`src/rtl/ovs_pkg.sv`:
```
package ovs_pkg;
    typedef enum logic [1:0] {
        S_IDLE = 2'd0,
        S_WAIT = 2'd1,
        S_HOLD = 2'd2
    } ovs_state_e;
endpackage

```
`src/rtl/ovs_seq.sv`:
```
module ovs_seq
    import ovs_pkg::*;
#(
    parameter int RCODE_W = 3,
    parameter int SCODE_W = 4,
    parameter int CNT_W   = 8,
    parameter int SH_W    = 4,
    parameter int MAX_SH  = 8
) (
    input  logic               clk,
    input  logic               rst_n,
    input  logic               en_i,
    input  logic               trig_i,
    input  logic               smp_valid_i,
    input  logic [RCODE_W-1:0] rcode_i,
    input  logic [SCODE_W-1:0] scode_i,
    input  logic               per_smp_i,
    output logic               conv_req_o,
    output logic               add_o,
    output logic               fin_o,
    output logic               clr_o,
    output logic [SH_W-1:0]    shift_o
);
    localparam int RMAX = CNT_W - 1;

    ovs_state_e         state_q, state_d;
    logic [CNT_W-1:0]   cnt_q, last_q;
    logic [SH_W-1:0]    shift_q;
    logic               per_q;
    logic               start, resume, take, fin;

    function automatic logic [CNT_W-1:0] last_index(input logic [RCODE_W-1:0] code);
        return {CNT_W{1'b1}} >> (RMAX - int'(code));
    endfunction

    function automatic logic [SH_W-1:0] clamp_shift(input logic [SCODE_W-1:0] code);
        if (int'(code) > MAX_SH) return SH_W'(MAX_SH);
        return SH_W'(code);
    endfunction

    assign start  = en_i && (state_q == S_IDLE) && trig_i;
    assign resume = en_i && (state_q == S_HOLD) && trig_i;
    assign take   = en_i && (state_q == S_WAIT) && smp_valid_i;
    assign fin    = take && (cnt_q == last_q);

    always_comb begin
        state_d = state_q;
        unique case (state_q)
            S_IDLE: if (start) state_d = S_WAIT;
            S_WAIT: if (take) begin
                if (fin)        state_d = S_IDLE;
                else if (per_q) state_d = S_HOLD;
                else            state_d = S_WAIT;
            end
            S_HOLD: if (resume) state_d = S_WAIT;
            default: state_d = S_IDLE;
        endcase
        if (!en_i) state_d = S_IDLE;
    end

    always_ff @(posedge clk or negedge rst_n) begin
        if (!rst_n) state_q <= S_IDLE;
        else        state_q <= state_d;
    end

    always_ff @(posedge clk or negedge rst_n) begin
        if (!rst_n)     conv_req_o <= 1'b0;
        else if (!en_i) conv_req_o <= trig_i;
        else            conv_req_o <= start || resume || (take && !fin && !per_q);
    end

    always_ff @(posedge clk or negedge rst_n) begin
        if (!rst_n) begin
            cnt_q   <= '0;
            last_q  <= '0;
            shift_q <= '0;
            per_q   <= 1'b0;
        end else if (!en_i) begin
            cnt_q   <= '0;
        end else if (start) begin
            cnt_q   <= '0;
            last_q  <= last_index(rcode_i);
            shift_q <= clamp_shift(scode_i);
            per_q   <= per_smp_i;
        end else if (take) begin
            cnt_q   <= fin ? '0 : cnt_q + 1'b1;
        end
    end

    assign add_o   = take;
    assign fin_o   = fin;
    assign clr_o   = !en_i || fin;
    assign shift_o = shift_q;

    AST_CNT_BOUND: assert property (@(posedge clk) disable iff (!rst_n)
        state_q != S_IDLE |-> cnt_q <= last_q);
    AST_DISABLE_IDLE: assert property (@(posedge clk) disable iff (!rst_n)
        !en_i |=> state_q == S_IDLE);
    AST_WAIT_NO_REQ: assert property (@(posedge clk) disable iff (!rst_n)
        en_i && state_q == S_WAIT && !smp_valid_i |=> !conv_req_o);
    AST_HOLD_NEEDS_TRIG: assert property (@(posedge clk) disable iff (!rst_n)
        en_i && state_q == S_HOLD && !trig_i |=> !conv_req_o);
endmodule

```
`src/rtl/ovs_acc.sv`:
```
module ovs_acc #(
    parameter int DATA_W = 12,
    parameter int ACC_W  = 20
) (
    input  logic              clk,
    input  logic              rst_n,
    input  logic              clr_i,
    input  logic              add_i,
    input  logic [DATA_W-1:0] data_i,
    output logic [ACC_W-1:0]  sum_o
);
    logic [ACC_W-1:0] acc_q;

    assign sum_o = acc_q + ACC_W'(data_i);

    always_ff @(posedge clk or negedge rst_n) begin
        if (!rst_n)     acc_q <= '0;
        else if (clr_i) acc_q <= '0;
        else if (add_i) acc_q <= sum_o;
    end

    AST_NO_OVERFLOW: assert property (@(posedge clk) disable iff (!rst_n)
        add_i |-> sum_o >= acc_q);
endmodule

```
`src/rtl/ovs_scale.sv`:
```
module ovs_scale #(
    parameter int DATA_W = 12,
    parameter int ACC_W  = 20,
    parameter int OUT_W  = 16,
    parameter int SH_W   = 4
) (
    input  logic              clk,
    input  logic              rst_n,
    input  logic              en_i,
    input  logic              fin_i,
    input  logic              smp_valid_i,
    input  logic [DATA_W-1:0] smp_data_i,
    input  logic [ACC_W-1:0]  sum_i,
    input  logic [SH_W-1:0]   shift_i,
    output logic              avg_valid_o,
    output logic [OUT_W-1:0]  avg_data_o
);
    logic [ACC_W-1:0] shifted;

    assign shifted = sum_i >> shift_i;

    always_ff @(posedge clk or negedge rst_n) begin
        if (!rst_n) begin
            avg_valid_o <= 1'b0;
            avg_data_o  <= '0;
        end else if (!en_i) begin
            avg_valid_o <= smp_valid_i;
            if (smp_valid_i) avg_data_o <= OUT_W'(smp_data_i);
        end else begin
            avg_valid_o <= fin_i;
            if (fin_i) avg_data_o <= shifted[OUT_W-1:0];
        end
    end

    AST_PASS_THROUGH: assert property (@(posedge clk) disable iff (!rst_n)
        !en_i && smp_valid_i |=> avg_valid_o && avg_data_o == OUT_W'($past(smp_data_i)));
    AST_ONE_RESULT: assert property (@(posedge clk) disable iff (!rst_n)
        en_i && !fin_i |=> !avg_valid_o);
endmodule

```
`src/rtl/ovs_accum.sv`:
```
module ovs_accum #(
    parameter int DATA_W  = 12,
    parameter int OUT_W   = 16,
    parameter int RCODE_W = 3,
    parameter int SCODE_W = 4
) (
    input  logic               clk,
    input  logic               rst_n,
    input  logic               cfg_en,
    input  logic [RCODE_W-1:0] cfg_ratio,
    input  logic [SCODE_W-1:0] cfg_shift,
    input  logic               cfg_per_sample,
    input  logic               trig_in,
    input  logic               smp_valid,
    input  logic [DATA_W-1:0]  smp_data,
    output logic               conv_req,
    output logic               avg_valid,
    output logic [OUT_W-1:0]   avg_data
);
    localparam int MAX_LOG2 = 1 << RCODE_W;
    localparam int ACC_W    = DATA_W + MAX_LOG2;
    localparam int CNT_W    = MAX_LOG2;
    localparam int MAX_SH   = MAX_LOG2;
    localparam int SH_W     = $clog2(MAX_SH + 1);

    logic             add, fin, clr;
    logic [SH_W-1:0]  shift;
    logic [ACC_W-1:0] sum;

    ovs_seq #(
        .RCODE_W(RCODE_W), .SCODE_W(SCODE_W), .CNT_W(CNT_W),
        .SH_W(SH_W), .MAX_SH(MAX_SH)
    ) u_seq (
        .clk(clk), .rst_n(rst_n), .en_i(cfg_en), .trig_i(trig_in),
        .smp_valid_i(smp_valid), .rcode_i(cfg_ratio), .scode_i(cfg_shift),
        .per_smp_i(cfg_per_sample), .conv_req_o(conv_req), .add_o(add),
        .fin_o(fin), .clr_o(clr), .shift_o(shift)
    );

    ovs_acc #(.DATA_W(DATA_W), .ACC_W(ACC_W)) u_acc (
        .clk(clk), .rst_n(rst_n), .clr_i(clr), .add_i(add),
        .data_i(smp_data), .sum_o(sum)
    );

    ovs_scale #(.DATA_W(DATA_W), .ACC_W(ACC_W), .OUT_W(OUT_W), .SH_W(SH_W)) u_scale (
        .clk(clk), .rst_n(rst_n), .en_i(cfg_en), .fin_i(fin),
        .smp_valid_i(smp_valid), .smp_data_i(smp_data), .sum_i(sum),
        .shift_i(shift), .avg_valid_o(avg_valid), .avg_data_o(avg_data)
    );
endmodule

```
`config.mk`:
```
export PLATFORM = sky130hd
export DESIGN_NAME = ovs_accum
export DESIGN_NICKNAME = d
export VERILOG_FILES = /design/src/rtl/ovs_pkg.sv /design/src/rtl/ovs_seq.sv /design/src/rtl/ovs_acc.sv /design/src/rtl/ovs_scale.sv /design/src/rtl/ovs_accum.sv
export SDC_FILE = /design/constraint.sdc
export NUM_CORES = 1
export LEC_CHECK = 0
export CAP_MARGIN = 20
export CORE_ASPECT_RATIO = 0.75
export CORE_UTILIZATION = 55
export CTS_CLUSTER_SIZE = 24
export DETAILED_ROUTE_END_ITERATION = 7
export DONT_BUFFER_PORTS = 1
export HOLD_SLACK_MARGIN = 0.12
export PLACE_DENSITY = 0.75
export SLEW_MARGIN = 10
export SYNTH_ARGS = -nofsm -noshare
export SYNTH_HDL_FRONTEND = slang
export SYNTH_SLANG_ARGS = --single-unit
```
`constraint.sdc`:
```
create_clock -name clk -period 4.2 [get_ports clk]
set_input_delay 0.63 -clock clk [delete_from_list [all_inputs] [get_ports clk]]
set_output_delay 0.63 -clock clk [all_outputs]
set_load 0.02 [all_outputs]
```
==> impl_metrics.json, run 1 <==
{
  "synth_area_um2": 4629,
  "arrival_ns": 3.78,
  "syn_avg_cell_area_um2": 8.972,
  "critPathMaxFanout": 4,
  "drt_iter0_markers": 447,
  "grt_overflow_total": 0,
  "grt_antenna_before_repair": 1,
  "path_class": "register to register",
  "wl_per_cell_um": 21.62,
  "combPwrFrac_pct": 27.9,
  "path_cells": "ha_1 -> inv_1 -> fa_1 -> nand2b_1 -> a21oi_4 -> o211a_1 -> o41ai_1 -> a21oi_1 -> nand3_1 -> mux2i_1 -> a211oi_1 -> o32ai_1",
  "max_slew_margin_pct": 33.70,
  "yosysMostFrequentCell": "dfrtp_1",
  "clock_path_buffers": 2,
  "crit_slowest_cell": "o41ai_1",
  "synthCells": 516,
  "die_h_um": 81.46,
  "gp_congestion": 0.9854,
  "vias": 4142,
  "nets": 541,
  "slew_viol_final": 0,
  "cp-end-kind": "register",
  "max_stage_delay_ns": 0.86,
  "grt_pass1_wl_um": 20660,
  "cts_tree": "built",
  "crit_path_start_kind": "register",
  "ios": 43,
  "seqPwrFrac_pct": 44.1,
  "cts_sinks": 61,
  "worst_ep_required_time_ns": 4.43,
  "p_per_area_nw_per_um2": 352.9,
  "cts_made_buffers": 9,
  "design.core.area_um2": 8023,
  "fill_cells": 701,
  "clk_latency_ns": 0.36,
  "p_sw_uw": 636.9,
  "clock_skew_ns": 0.01473,
  "fin_crit_sh_pct": 84.47,
  "hpwl_um": 9468,
  "wl_um": 13210,
  "synth_edf_count": 0,
  "vias_per_cell": 6.779,
  "yosysTopAreaCell": "dfrtp_1",
  "cp.buffers_inverters": 1,
  "max_cap_viol_count": 0,
  "hold_viol_final": 0,
  "post_cts_buffers": 0,
  "crit_family": "compound AO/OA/AOI/OAI gates",
  "htreeDepth": 3,
  "ff_latch_area_um2": 1526,
  "power_leakage_uw": 0.002013,
  "port_buffers": 0,
  "synth.net_count": 555,
  "antennaDiodeCount": 0,
  "grt_max_degree": 62,
  "cts_root_buffer": "clkbuf_8",
  "die_w_um": 107.9,
  "cell_internal_pwr_uw": 1047,
  "die_area_um2": 8792,
  "detail-route-antenna-nets": 0,
  "yosysUniqueCellTypes": 93,
  "ys_seq_elements": 61,
  "yosysWarnings": 0,
  "drive_gt1_share_pct": 12.06,
  "yosys_most_used_dff": "dfrtp_1",
  "whs_ns": 0.1371,
  "outcome": "complete, no violations",
  "netlist.area_leader.share_pct": 32.97,
  "min_period_ns": 3.548,
  "switching_share_pct": 37.81,
  "start_util_pct": 57.70,
  "setup_tns_ns": 0,
  "async_reset_ff_share_pct": 100.0,
  "setup_viol_count_final": 0,
  "cts.clk_slew.worst_paths_ns": 0.08,
  "synth_common_cells": "dfrtp_1, nand2_1, o21ai_0, nor2_1, a21oi_1",
  "multi_input_area_um2": 2828,
  "area_growth_pct": 3.108,
  "rsz0062_at_grt": "no",
  "drtPass1Iterations": 5,
  "groute.usage.overall_pct": 31.87,
  "drc": 0,
  "hp-class": "primary input to async pin",
  "pwr-share-clk_pct": 28.0,
  "max_freq_mhz": 281.9,
  "tightest_slew_ns": 0.9817,
  "first_global_vias": 3837,
  "num_rows": 28,
  "vdd_drop_max_v": 0.0002479,
  "netlist_top_cells_area": "dfrtp_1, o21ai_0, nand2_1, xor2_1, ha_1",
  "ys_seq_area_share_pct": 32.97
}
flip-flops by register name, indices dropped and copies added, names as in the netlist:
register	flops
u_seq.cnt_q	8
u_acc.acc_q	20
u_seq.state_q	2
u_scale.avg_data_o	16
u_seq.last_q	8
u_seq.per_q	1
u_scale.avg_valid_o	1
u_seq.shift_o	4
u_seq.conv_req_o	1
worst reg2reg max path, stage by stage, from the launching register on:
cell and delay (ns):
dfrtp_1 0.39, ha_1 0.23, inv_1 0.08, fa_1 0.20, nand2b_1 0.20, a21oi_4 0.10
o211a_1 0.26, o41ai_1 0.86, a21oi_1 0.21, nand3_1 0.20, mux2i_1 0.18, a211oi_1 0.35
o32ai_1 0.14
cells in the final DEF (no fill, tap or decap), drive strengths merged, types with 3 or more instances in the layout:
cell type,netlist,final
nor2b,4,4
xor2,21,21
or3,4,4
clkbuf,21,11
nor4,5,5
a211o,3,3
xnor2,10,10
a21o,5,5
nand3,23,23
buf,10,7
a21oi,27,27
o211ai,9,9
o21ai,49,49
mux4,4,4
and2,3,3
nor3b,7,7
mux2i,11,11
clkinv,1,3
a221oi,4,4
o22ai,3,3
nand4,4,4
dfrtp,61,61
and3,6,6
mux2,6,6
nor3,15,15
ha,13,13
nor2,38,38
o221ai,3,3
nand2,58,58
nand2b,11,11
a221o,3,3
inv,12,12
a211oi,8,8
a22o,6,6
o31ai,8,8
final cells by class:
| cell class | count | share of cell area (%) |
|---|---|---|
| clock buffers | 11 | 2.962 |
| multi-input cells | 410 | 59.24 |
| repair buffers | 7 | 1.520 |
| well taps | 105 | 2.752 |
| inverters | 13 | 1.022 |
| flip-flops and latches | 61 | 31.98 |
| clock inverters | 4 | 0.5242 |
metrics by stage:
step	cells	worst slack (ns)	power, uW	utilization (%)	area [um^2]
global placement	595	0.5958	1186	57.08	4579
global route	611	0.5147	1765	59.50	4773
finish	611	0.6522	1684	59.50	4773
detailed placement	595	0.5481	1193	57.08	4579
floorplan	516	0.9642	1106	-	4629
CTS	611	0.8168	1678	59.50	4773
layer usage:
metal | global-route usage, % | vias to the layer above | wire, um
li1 | - | 1875 | -
met1 | 45.54 | 2004 | 5913
met2 | 42.93 | 224 | 5359
met3 | 12.30 | 37 | 1651
met4 | 12.05 | 2 | 276
met5 | 0 | - | 10
what timing repair did:
| item | CTS | global route |
|---|---|---|
| resized for setup | 0 | 0 |
| hold buffers | 1 | 0 |
| endpoints found under the hold margin | 61 | 0 |
power by group through the flow:
stage | registers (uW) | clock network (uW) | logic (uW)
finish | 743 | 471 | 470
global route | 750 | 501 | 514
CTS | 739 | 479 | 460
detailed placement | 751 | 0 | 442
global placement | 748 | 0 | 438
floorplan | 696 | 0 | 410
cell families after synthesis:
family	count (synthesis)	share of synthesized area, %
buf+inv	45	5.946
compound gates	159	24.81
simple gates	185	20.19
flops	61	32.97
mux	21	5.946
fa+ha+maj	14	3.946
xor+xnor	31	6.190
path summary, 6_finish.rpt:
| check | startpoint | to | slack [ns] | cells past startpoint |
|---|---|---|---|---|
| min | rst_n | u_seq.shift_o[1]$_DFFE_PN0P_ | 0.14 | 1 |
| min in group clk | cfg_en | u_scale.avg_data_o[9]$_DFFE_PN0P_ | 0.40 | 1 |
| max reg2reg | u_acc.acc_q[0]$_DFFE_PN0P_ | u_scale.avg_data_o[0]$_DFFE_PN0P_ | 0.65 | 12 |
| min reg2reg | u_acc.acc_q[11]$_DFFE_PN0P_ | u_acc.acc_q[11]$_DFFE_PN0P_ | 0.49 | 2 |
| max in group asynchronous | rst_n | u_acc.acc_q[6]$_DFFE_PN0P_ | 3.79 | 1 |
| max | u_acc.acc_q[0]$_DFFE_PN0P_ | u_scale.avg_data_o[0]$_DFFE_PN0P_ | 0.65 | 12 |
Note: power is estimated with default switching activity, not from simulation.
==> run 2, diff against run 1 <==
--- a/config.mk
+++ b/config.mk
@@ -5,6 +5,7 @@
 export SDC_FILE = /design/constraint.sdc
 export NUM_CORES = 1
 export LEC_CHECK = 0
+export ABC_AREA = 1
 export CAP_MARGIN = 20
 export CORE_ASPECT_RATIO = 0.75
 export CORE_UTILIZATION = 55
==> constraint.sdc (replaced) <==
create_clock -name clk -period 3.45 [get_ports clk]
set_input_delay 0.5175 -clock clk [delete_from_list [all_inputs] [get_ports clk]]
set_output_delay 0.5175 -clock clk [all_outputs]
set_load 0.02 [all_outputs]
==> run 2 against run 1 <==
  * Non-clock buffer count did not move
  * Highest routed layer is now met4
  * Wire length fell by 3.9%
  * Combinational power rose by 54%
  * Flip-flop and latch count did not move
  * Register-to-register slack improved by 0.25 ns
  * Cell count rose by 25%
  * Die area fell by 0.43%
  * Worst setup slack improved by 0.25 ns
==> impl_metrics.json, run 2 <==
{
  "outcome": "complete, no violations",
  "synth_common_cells": "nand2_1, nand3_1, inv_1, dfrtp_1, nor2_1",
  "path_class": "register to register",
  "grt_max_degree": 62,
  "setup_tns_ns": 0,
  "pwr-share-clk_pct": 29.3,
  "ys_seq_elements": 61,
  "synth.net_count": 698,
  "ios": 43,
  "yosysUniqueCellTypes": 44,
  "combPwrFrac_pct": 32.0,
  "vias": 4561,
  "r2r_cells": 17,
  "max_cap_viol_count": 0,
  "vdd_drop_max_v": 0.0003103,
  "hold_viol_final": 0,
  "wl_um": 12690,
  "yosysMostFrequentCell": "nand2_1",
  "die_w_um": 107.7,
  "rsz0062_at_grt": "no",
  "max_slew_margin_pct": 52.46,
  "syn_avg_cell_area_um2": 6.995,
  "cts_made_buffers": 9,
  "netlist.area_leader.share_pct": 33.12,
  "use_met2_pct": 45.13,
  "min_period_ns": 2.544,
  "clock_path_buffers": 2,
  "reg_top3": "u_acc.acc_q (20), u_scale.avg_data_o (16)",
  "dp.cells": 748,
  "yosysTopAreaCell": "dfrtp_1",
  "critPathMaxFanout": 4,
  "grt_pass1_wl_um": 20870,
  "start_util_pct": 57.71,
  "layout_commonest_cell": "nand2_1",
  "drtPass1Iterations": 5,
  "largest_reg_flops": 20,
  "cts.clk_slew.worst_paths_ns": 0.07,
  "drc": 0,
  "postCtsResizedCells": 0,
  "synth_area_um2": 4609,
  "htreeDepth": 3,
  "design.core.area_um2": 7988,
  "cts_root_buffer": "clkbuf_8",
  "gp_congestion": 0.9335,
  "first_global_vias": 4187,
  "regMostFlops": "u_acc.acc_q",
  "setup_viol_count_final": 0,
  "slew_viol_final": 0,
  "synthCells": 659,
  "yosys_most_used_dff": "dfrtp_1",
  "grt_util_met1_pct": 45.00,
  "ys_seq_area_share_pct": 33.12,
  "drive_gt1_share_pct": 13.48,
  "nets": 695,
  "cell_internal_pwr_uw": 1384,
  "fin_crit_sh_pct": 73.74,
  "arrival_ns": 2.78,
  "hpwl_um": 9794,
  "yosysWarnings": 0,
  "whs_path_depth": 2,
  "wl_per_cell_um": 16.59,
  "die_h_um": 81.28,
  "power_leakage_uw": 0.002460,
  "cts_tree": "built",
  "seqPwrFrac_pct": 38.7,
  "final_cell_mix": "nand2_1, nand3_1, inv_1, dfrtp_1, nor2_1",
  "cts_sinks": 61,
  "antennaDiodeCount": 0,
  "port_buffers": 0,
  "switching_share_pct": 38.93,
  "crit_path_start_kind": "register",
  "top_usage_layer": "met2",
  "vias_per_cell": 5.962,
  "worst_ep_required_time_ns": 3.68,
  "clock_skew_ns": 0.01346,
  "tightest_slew_ns": 0.7123,
  "area_growth_pct": 6.243,
  "clk_latency_ns": 0.35,
  "netlist_top_cells_area": "dfrtp_1, nand2_1, nand3_1, inv_1, ha_1",
  "met3_usage_pct": 7.705,
  "die_area_um2": 8755,
  "fin_cells": 765,
  "groute.usage.overall_pct": 31.21,
  "num_rows": 28,
  "drt_iter0_markers": 462,
  "detail-route-antenna-nets": 0,
  "grt_overflow_total": 0,
  "async_reset_ff_share_pct": 100.0,
  "max_freq_mhz": 393.1,
  "synth_edf_count": 0,
  "p_per_area_nw_per_um2": 462.6,
  "p_sw_uw": 882.0,
  "hp-class": "primary input to register",
  "grt_antenna_before_repair": 0,
  "cp-end-kind": "register"
}
[run 2: kinds of logic after synthesis]
family / after synthesis / synth area share, %
buffers and inverters: 98 / 8.958
AOI/OAI and AO/OA: 79 / 10.40
adders and majority gates: 14 / 3.963
and+or+nand+nor: 398 / 41.86
xor gates and xnor gates: 9 / 1.710
DFF: 61 / 33.12
[run 2: worst paths after layout]
kind,start,endpoint,slack [ns]
min in group asynchronous,rst_n,u_acc.acc_q[3]$_DFFE_PN0P_,0.69
worst min-delay path,cfg_per_sample,u_seq.per_q$_DFFE_PN0P_,0.29
worst max-delay path,u_acc.acc_q[0]$_DFFE_PN0P_,u_scale.avg_data_o[5]$_DFFE_PN0P_,0.91
worst min register to register,u_seq.last_q[4]$_DFFE_PN0P_,u_seq.last_q[4]$_DFFE_PN0P_,0.51
max in group asynchronous,rst_n,u_scale.avg_data_o[13]$_DFFE_PN0P_,2.47
worst max register to register,u_acc.acc_q[0]$_DFFE_PN0P_,u_scale.avg_data_o[5]$_DFFE_PN0P_,0.91
[run 2: what timing repair did]
item | 4_1_cts | 5_1_grt
endpoints found under the hold margin | 61 | 0
hold buffers | 2 | 0
buffers inserted | 0 | 0
[run 2: final cells by class]
cell class	count	area [um^2]
fill	760	3090
multi-input combinational	500	2670
sequential	61	1526
inverter	77	295.3
clock buffer	11	151.4
tap	105	131.4
timing repair buffer	7	75.07
clock inverter	4	47.55
[run 2: power groups by stage]
stage / Sequential [uW] / Combinational, uW / Clock (uW)
after floorplan: 874 / 547 / 0
after global placement: 886 / 673 / 0
after detailed placement: 890 / 684 / 0
after CTS: 877 / 708 / 672
after global routing: 886 / 816 / 705
final: 877 / 725 / 664
[run 2: layer usage]
layer | part of all wire (%) | vias to the layer above
li1 | - | 2174
met1 | 45 | 2119
met2 | 42 | 247
met3 | 11 | 21
met4 | 1.9 | 0
met5 | 0 | -
[run 2: worst max-delay path, cell delays in order (launching register included)]
cell	delay (ns)
dfrtp_1	0.35
ha_1	0.17
inv_1	0.07
fa_1	0.39
inv_1	0.09
nand3_1	0.12
nand2_4	0.12
nand3_1	0.13
nand3_2	0.13
nand3_1	0.11
nand3_1	0.15
nand3_1	0.11
nand2_1	0.10
nand2_1	0.07
nand3_1	0.13
nand2_1	0.09
nand2_1	0.06
nand2_1	0.05
[run 2: through the flow]
stage / hold WS (ns) / setup WS [ns] / utilization, % / power [uW] / area (um^2)
after global placement: 0.2231 / 0.8561 / 58.35 / 1560 / 4661
after global routing: 0.2931 / 0.7010 / 61.31 / 2406 / 4897
after floorplan: 0.2219 / 1.136 / - / 1421 / 4609
after detailed placement: 0.2231 / 0.8348 / 58.35 / 1574 / 4661
final: 0.2867 / 0.9060 / 61.31 / 2266 / 4897
after CTS: 0.2763 / 0.9594 / 61.31 / 2257 / 4897
